### config.mk
export PLATFORM = sky130hd
export DESIGN_NAME = linked_store_monitor
export DESIGN_NICKNAME = d
export VERILOG_FILES = /design/src/rtl/linked_store_pkg.sv /design/src/rtl/linked_store_ctrl.sv /design/src/rtl/linked_store_datapath.sv /design/src/rtl/linked_store_monitor.sv
export SDC_FILE = /design/constraint.sdc
export NUM_CORES = 1
export LEC_CHECK = 0
export BUFFER_PORTS_ARGS = -buffer_cell sky130_fd_sc_hd__buf_2
export CORE_ASPECT_RATIO = 1.25
export CORE_MARGIN = 1
export CORE_UTILIZATION = 35
export DETAILED_ROUTE_END_ITERATION = 10
export GPL_TIMING_DRIVEN = 0
export PLACE_DENSITY = 0.57
export SETUP_SLACK_MARGIN = 0.15
export SLEW_MARGIN = 5
export SYNTH_ARGS = -nofsm -noshare
export SYNTH_HDL_FRONTEND = slang
export SYNTH_HIERARCHICAL = 1
export SYNTH_SLANG_ARGS = --single-unit
### constraint.sdc
create_clock -name clk -period 3.38 [get_ports clk]
set_input_delay 0.169 -clock clk [delete_from_list [all_inputs] [get_ports clk]]
set_output_delay 0.169 -clock clk [all_outputs]
set_load 0.03 [all_outputs]
### src/rtl/linked_store_pkg.sv
package linked_store_pkg;

  typedef enum logic [1:0] {
    OP_LOAD  = 2'd0,
    OP_STORE = 2'd1,
    OP_LINK  = 2'd2,
    OP_COND  = 2'd3
  } reqOp_e;

  // strobes from control to datapath for the current request
  typedef struct packed {
    logic valid;
    logic memWrite;
    logic isRead;
    logic condOk;
  } ctrlStrobes_t;

endpackage

### src/rtl/linked_store_ctrl.sv
module linked_store_ctrl
  import linked_store_pkg::*;
#(
  parameter int NUM_REQ = 4,
  parameter int ADDR_W  = 4,
  localparam int ID_W   = $clog2(NUM_REQ)
) (
  input  logic              clk,
  input  logic              rstN,
  input  logic              reqValid,
  input  logic [ID_W-1:0]   reqId,
  input  reqOp_e            reqOp,
  input  logic [ADDR_W-1:0] reqAddr,
  output ctrlStrobes_t      strobes
);

  logic [NUM_REQ-1:0] resvValid;
  logic [ADDR_W-1:0]  resvAddr [NUM_REQ];
  logic               ownHit;
  logic               condPass;

  assign ownHit   = resvValid[reqId] && (resvAddr[reqId] == reqAddr);
  assign condPass = reqValid && (reqOp == OP_COND) && ownHit;

  always_comb begin
    strobes.valid    = reqValid;
    strobes.memWrite = reqValid && ((reqOp == OP_STORE) || condPass);
    strobes.isRead   = reqValid && ((reqOp == OP_LOAD) || (reqOp == OP_LINK));
    strobes.condOk   = condPass;
  end

  always_ff @(posedge clk) begin
    if (!rstN) begin
      resvValid <= '0;
      for (int i = 0; i < NUM_REQ; i++) resvAddr[i] <= '0;
    end else if (reqValid) begin
      for (int i = 0; i < NUM_REQ; i++) begin
        if (reqId == ID_W'(i)) begin
          if (reqOp == OP_LINK) begin
            resvValid[i] <= 1'b1;
            resvAddr[i]  <= reqAddr;
          end else if (reqOp == OP_COND) begin
            resvValid[i] <= 1'b0;
          end
        end else if (strobes.memWrite && resvAddr[i] == reqAddr) begin
          resvValid[i] <= 1'b0;
        end
      end
    end
  end

  // linked load arms issuer with the new address
  assert_link_arms_R10: assert property (@(posedge clk) disable iff (!rstN)
    (reqValid && reqOp == OP_LINK) |=>
      (resvValid[$past(reqId)] && resvAddr[$past(reqId)] == $past(reqAddr)));

  // any conditional store disarms issuer
  assert_cond_disarms_R9: assert property (@(posedge clk) disable iff (!rstN)
    (reqValid && reqOp == OP_COND) |=> !resvValid[$past(reqId)]);

  // no write from a conditional store without a matching reservation
  assert_cond_needs_resv_R8: assert property (@(posedge clk) disable iff (!rstN)
    (reqValid && reqOp == OP_COND && !resvValid[reqId]) |-> !strobes.memWrite);

  for (genvar g = 0; g < NUM_REQ; g++) begin : g_clearChk
    // a write by another requester to a reserved address disarms it
    assert_foreign_write_clears_R6: assert property (@(posedge clk) disable iff (!rstN)
      (strobes.memWrite && reqId != ID_W'(g) && resvValid[g] && resvAddr[g] == reqAddr)
        |=> !resvValid[g]);
  end

endmodule

### src/rtl/linked_store_datapath.sv
module linked_store_datapath
  import linked_store_pkg::*;
#(
  parameter int ADDR_W   = 4,
  parameter int DATA_W   = 8,
  localparam int DEPTH   = 1 << ADDR_W
) (
  input  logic              clk,
  input  logic              rstN,
  input  ctrlStrobes_t      strobes,
  input  logic [ADDR_W-1:0] reqAddr,
  input  logic [DATA_W-1:0] reqWdata,
  output logic              rspValid,
  output logic [DATA_W-1:0] rspData,
  output logic              rspScOk
);

  logic [DATA_W-1:0] mem [DEPTH];

  always_ff @(posedge clk) begin
    if (!rstN) begin
      for (int i = 0; i < DEPTH; i++) mem[i] <= '0;
      rspValid <= 1'b0;
      rspData  <= '0;
      rspScOk  <= 1'b0;
    end else begin
      if (strobes.memWrite) mem[reqAddr] <= reqWdata;
      rspValid <= strobes.valid;
      rspData  <= strobes.isRead ? mem[reqAddr] : '0;
      rspScOk  <= strobes.condOk;
    end
  end

  // success flag only accompanies a response
  assert_scok_with_rsp_R12: assert property (@(posedge clk) disable iff (!rstN)
    rspScOk |-> rspValid);

  // a response follows exactly one request cycle
  assert_rsp_follows_req_R2: assert property (@(posedge clk) disable iff (!rstN)
    strobes.valid |=> rspValid);

  // success flag never raised without a memory write
  assert_ok_implies_write_R5: assert property (@(posedge clk) disable iff (!rstN)
    strobes.condOk |-> strobes.memWrite);

endmodule

### src/rtl/linked_store_monitor.sv
module linked_store_monitor
  import linked_store_pkg::*;
#(
  parameter int NUM_REQ = 4,
  parameter int ADDR_W  = 4,
  parameter int DATA_W  = 8,
  localparam int ID_W   = $clog2(NUM_REQ)
) (
  input  logic              clk,
  input  logic              rstN,
  input  logic              reqValid,
  input  logic [ID_W-1:0]   reqId,
  input  logic [1:0]        reqOp,
  input  logic [ADDR_W-1:0] reqAddr,
  input  logic [DATA_W-1:0] reqWdata,
  output logic              rspValid,
  output logic [DATA_W-1:0] rspData,
  output logic              rspScOk
);

  ctrlStrobes_t strobes;

  linked_store_ctrl #(
    .NUM_REQ(NUM_REQ),
    .ADDR_W (ADDR_W)
  ) u_ctrl (
    .clk     (clk),
    .rstN    (rstN),
    .reqValid(reqValid),
    .reqId   (reqId),
    .reqOp   (reqOp_e'(reqOp)),
    .reqAddr (reqAddr),
    .strobes (strobes)
  );

  linked_store_datapath #(
    .ADDR_W(ADDR_W),
    .DATA_W(DATA_W)
  ) u_dp (
    .clk     (clk),
    .rstN    (rstN),
    .strobes (strobes),
    .reqAddr (reqAddr),
    .reqWdata(reqWdata),
    .rspValid(rspValid),
    .rspData (rspData),
    .rspScOk (rspScOk)
  );

endmodule

# Yosys cells after proc, flatten, opt, wreduce, memory -nomap -nowiden

Memories as Yosys holds them, arrays and structs flattened. A register that Yosys moved wholly into a read port is not among the register bits.
Index checks and enable logic that the tools add are counted.

Bitwise logic cells: 4
Reductions and logical operators: 24
Eq/ne operators: 15
Magnitude comparators: 1
Multiplexer cells: 40

Operator list:

| cell                                                                          | number |
|---|---|
| 1-bit 2-to-1 mux                                                              | 33 |
| 4-bit == test                                                                 | 5 |
| 4-bit 2-to-1 mux                                                              | 5 |
| 3-bit AND reduction                                                           | 4 |
| 1-bit logical AND                                                             | 9 |
| 3-bit by 1-bit != test with 1-bit output (second input constant)              | 3 |
| 2-bit == test (second input constant)                                         | 4 |
| 8-bit 2-to-1 mux                                                              | 1 |
| 2-bit nonzero test                                                            | 4 |
| 8-bit OR reduction                                                            | 1 |
| 2-bit by 1-bit == test with 1-bit output (second input constant)              | 2 |
| 2-bit zero test                                                               | 2 |
| 1-bit OR                                                                      | 4 |
| 2-bit by 3-bit less-than comparator with 1-bit output (second input constant) | 1 |
| 3-bit by 2-bit != test with 1-bit output (second input constant)              | 1 |
| 1-bit binary-select mux with 2-bit select                                     | 1 |
| 1-bit logical OR                                                              | 2 |
| 2-bit AND reduction                                                           | 1 |
| 1-bit zero test                                                               | 1 |

RAM bits: 144
Bits of input ports: 19
Memories: 2
Flip-flop bits (word level): 6

Memory list:

| name            | depth | bits a word | rd ports | clocked after Yosys merged registers in | wr ports | RTL line                    | source |
|---|---|---|---|---|---|---|---|
| u_dp.mem        | 16    | 8           | 1        | 1                                       | 16       | linked_store_datapath.sv:18 | `logic [DATA_W-1:0] mem [DEPTH];` |
| u_ctrl.resvAddr | 4     | 4           | 5        | 0                                       | 4        | linked_store_ctrl.sv:18     | `logic [ADDR_W-1:0] resvAddr [NUM_REQ];` |

# Logic depth before layout (Yosys ltp)

Word-level depth: 11
Gate-level depth with buffers: 11

# Cells and area by module

The synthesis kept the hierarchy.

Modules (own cells, without submodules):

| module                | times used | cells each | area an instance (µm²) |
|---|---|---|---|
| linked_store_datapath | 1          | 448        | 6288.5 |
| linked_store_ctrl     | 1          | 139        | 1423.9 |

# Least setup slack after synthesis

No wires, ideal clock.

Path type: register to register
Start point: memory u_ctrl.resvAddr[3][1]
End point: memory u_dp.mem[12][0] (enable)
Stages on the path, launching flop included: 10
Slack: 190 ps
Clock period less this slack: 3190 ps
Arrival: 2806 ps
Required time: 2996 ps
Path through: edfxtp_1 -> mux4_2 -> o2bb2ai_2 -> nor4_4 -> and2_1 -> nand2b_1 -> nand2_1 -> or3_1 -> buf_2 -> o21ai_0

RTL lines:

| what            | RTL line |
|---|---|
| start, declared | linked_store_ctrl.sv:18 |
| end, declared   | linked_store_datapath.sv:18 |

==> results_dict.tcl <==
set metrics [dict create \
    die_x_um 135 \
    clkTransAtPathRegs_ns 0.07 \
    gp_congestion 0.913 \
    grt_pass1_wl_um 29200 \
    setup-tns-final_ns 0 \
    postRouteWirelength_um 19800 \
    holdWs_ns 0.148 \
    fmax_ghz 0.321 \
    synth_nets 606 \
    ys_ff_latch 158 \
    cp_cell_sequence "mux4_2, o2bb2ai_2, nor4_4, and2_1, nand2b_2, nand4b_1, buf_4, o21ai_1" \
    reg2reg_slack_ns 0.27 \
    outcome "finished, final reports clean" \
    routed_via_density 5.21 \
    fin_nets 661 \
    avgSynthCellArea_um2 13.1 \
    globalRouteOverflowTotal 0 \
    multi_input_area_mm2 0.00299 \
    num_io_pins 29 \
    syn_area_mm2 0.00771 \
    r2r_end "u_dp/mem[14][3]" \
    grtUsageTotal_pct 18.1 \
    setup_viol 0 \
    syn_inst 587 \
    reg2reg_from "u_ctrl/resvAddr[3][1]" \
    worst_setup_path_end_kind "flip-flop" \
    setup_slack_ns 0.265 \
    min_path_type "in -> reg" \
    synth_flop_cell "edfxtp_1" \
    num_vias 4867 \
    io_buffers 26 \
    worstPathArrival_ns 3.16 \
    slew_headroom_pct 36.4 \
    seq_area_mm2 0.00460 \
    r2r_cells 8 \
    ant_nets 0 \
    detail_route.wl_per_cell_um 21.2 \
    maxSlewViolCount 0 \
    clock_sinks 158 \
    num_antenna_cells 0 \
    hold_start "reqWdata[0]" \
    worst_pin_slew_ns 0.954 \
    cts_tree "yes" \
    layout-drive-gt1-share_pct 24.0 \
    ys_seq_area_share_pct 59.7 \
    cts_hold_buf 0 \
    cp_max_fo 8 \
    start_kind "flip-flop" \
    dr.pass1.iters 6 \
    clk_path_buf_depth 2 \
    antenna_found_initial 0 \
    hold_path_depth 2 \
    synthArstFlopShare_pct 0 \
    cts_max_level 4 \
    cts_inserted_buffers 17 \
    die_area_mm2 0.0226 \
    row_count 60 \
    start_util_pct 35.8 \
    fin_cells 934 \
    crit_family "simple AND/OR/NAND/NOR gates" \
    max_cap_violations 0 \
    cp_data_required_time_ns 3.43 \
    synth_edf_count 144 \
    drt_iter0_markers 387 \
    p_per_area_mw_per_mm2 515 \
    leakagePower_uw 0.00317 \
    slowest_delay_ns 0.64 \
    ys_types 49 \
    core_mm2 0.0215 \
    post-route-drc-count 0 \
    skew_ns 0.0106 \
    fin_util_pct 41.7 \
    grt_start_max_net_pins 17 \
    peakVddDrop_mv 0.301 \
    rsz0062_at_grt "no" \
    cts_root_buf "clkbuf_16" \
    yosysWarnings 6 \
    dpl_worst_slack_ns -0.514 \
    dpl.cell_count 892 \
    nFillCells 1986 \
    cp.buffers_inverters 1 \
    hold_viol_final 0 \
    finalCritPeriodShare_pct 92.1 \
    grt_pass1_vias 4969 \
    min_to "u_dp/mem[7][0]" \
    cp_slowest_cell "o21ai_1" \
    min_period_ns 3.11 \
    crit_type "reg -> reg" \
    die_h_um 168 \
    area_growth_pct 16.4 \
    place_hpwl_um 13900 \
    clk_latency_ns 0.42 \
]
-- area by class of cell --
class	count	share of cell area, %
buffer	38	2.34
clock buffer	17	4.74
clock inverter	15	2.05
inverter	4	0.167
multi-input combinational	387	33.3
sequential	158	51.3
tap	279	3.89
timing repair buffer	36	2.29
-- flip-flops by register name, summed over array words and instances (netlist names) --
register,cells
u_dp/rspData,8
u_dp/rspScOk,1
u_dp/mem,128
u_ctrl/resvValid,4
u_dp/rspValid,1
u_ctrl/resvAddr,16
-- through the flow --
step / area (um2) / total power [uW]
after floorplan: 7710 / 2540
after global placement: 8190 / 2680
after detailed placement: 8190 / 2690
after CTS: 8940 / 4660
after global routing: 8980 / 4780
final: 8980 / 4630
-- cell usage in the layout (no fill, tap or decap), drive strengths merged, types with 9 or more instances in the layout --
cell type,instances
nor2,18
o22ai,17
nand2,14
xor2,11
mux2i,18
edfxtp,144
buf,57
nand2b,19
and2,139
mux2,35
nand3,11
inv,10
mux4,12
nor3,13
clkbuf,34
dfxtp,14
o21ai,19
o31ai,9
-- logic make-up (layout without fill, tap and decap cells) --
group | Yosys count | count (layout) | synth area share [%]
flops | 158 | 158 | 59.7
xor+xnor | 18 | 18 | 2.04
compound gates | 67 | 67 | 5.79
simple gates | 237 | 237 | 18.6
buf+inv | 42 | 110 | 2.89
mux | 65 | 65 | 11.0
-- repair_timing --
action	CTS	global route
endpoints found under the setup margin	136	125
setup buffers	9	1
gates resized for setup	28	7
pin swaps	6	1
-- synthesized netlist by cell type, drive strengths merged, types with 3 or more instances --
cell	instances	share of area [%]
edfxtp	144	56
a22oi	7	0.68
nand2b	19	1.5
nand3	11	0.71
and4	3	0.34
dfxtp	14	3.6
nor4	6	0.68
nor2	18	0.97
buf	21	1.9
mux2i	18	2.3
mux4	12	3.5
o21ai	19	1.2
xnor2	7	0.79
inv	4	0.19
clkbuf	17	0.83
a21oi	4	0.26
and2	139	11
nor2b	5	0.41
mux2	35	5.1
nor3	13	1.2
nand2	14	0.68
o31ai	9	0.88
xor2	11	1.2
o22ai	17	1.4
-- report_power, final --
part           total, uW  internal (uW)  switching, uW
Sequential          2260           2230           34.9
Clock               1960           1170            788
Combinational        400            146            254
Total               4630           3550           1080
-- worst max path at each step --
| stage | from | end | depth (start not counted) |
|---|---|---|---|
| after global routing | u_ctrl/resvAddr[3][1] | u_dp/mem[7][3] | 8 |
| final | u_ctrl/resvAddr[3][1] | u_dp/mem[14][3] | 8 |
| after detailed placement | u_ctrl/resvAddr[3][1] | u_dp/mem[13][4] | 7 |
| after floorplan | u_ctrl/resvAddr[3][1] | u_dp/mem[12][0] | 9 |
| after CTS | u_ctrl/resvAddr[3][1] | u_dp/mem[12][3] | 9 |
| after global placement | u_ctrl/resvAddr[3][1] | u_dp/mem[11][1] | 7 |
-- routing by layer --
layer	wire, um	GRT usage [%]	share of wire [%]
met4	608	8.60	3.1
met3	861	3.40	4.4
met5	0	0	0
met1	7810	21.1	39
met2	10500	31.8	53
Power figures use the tool's default switching activity.
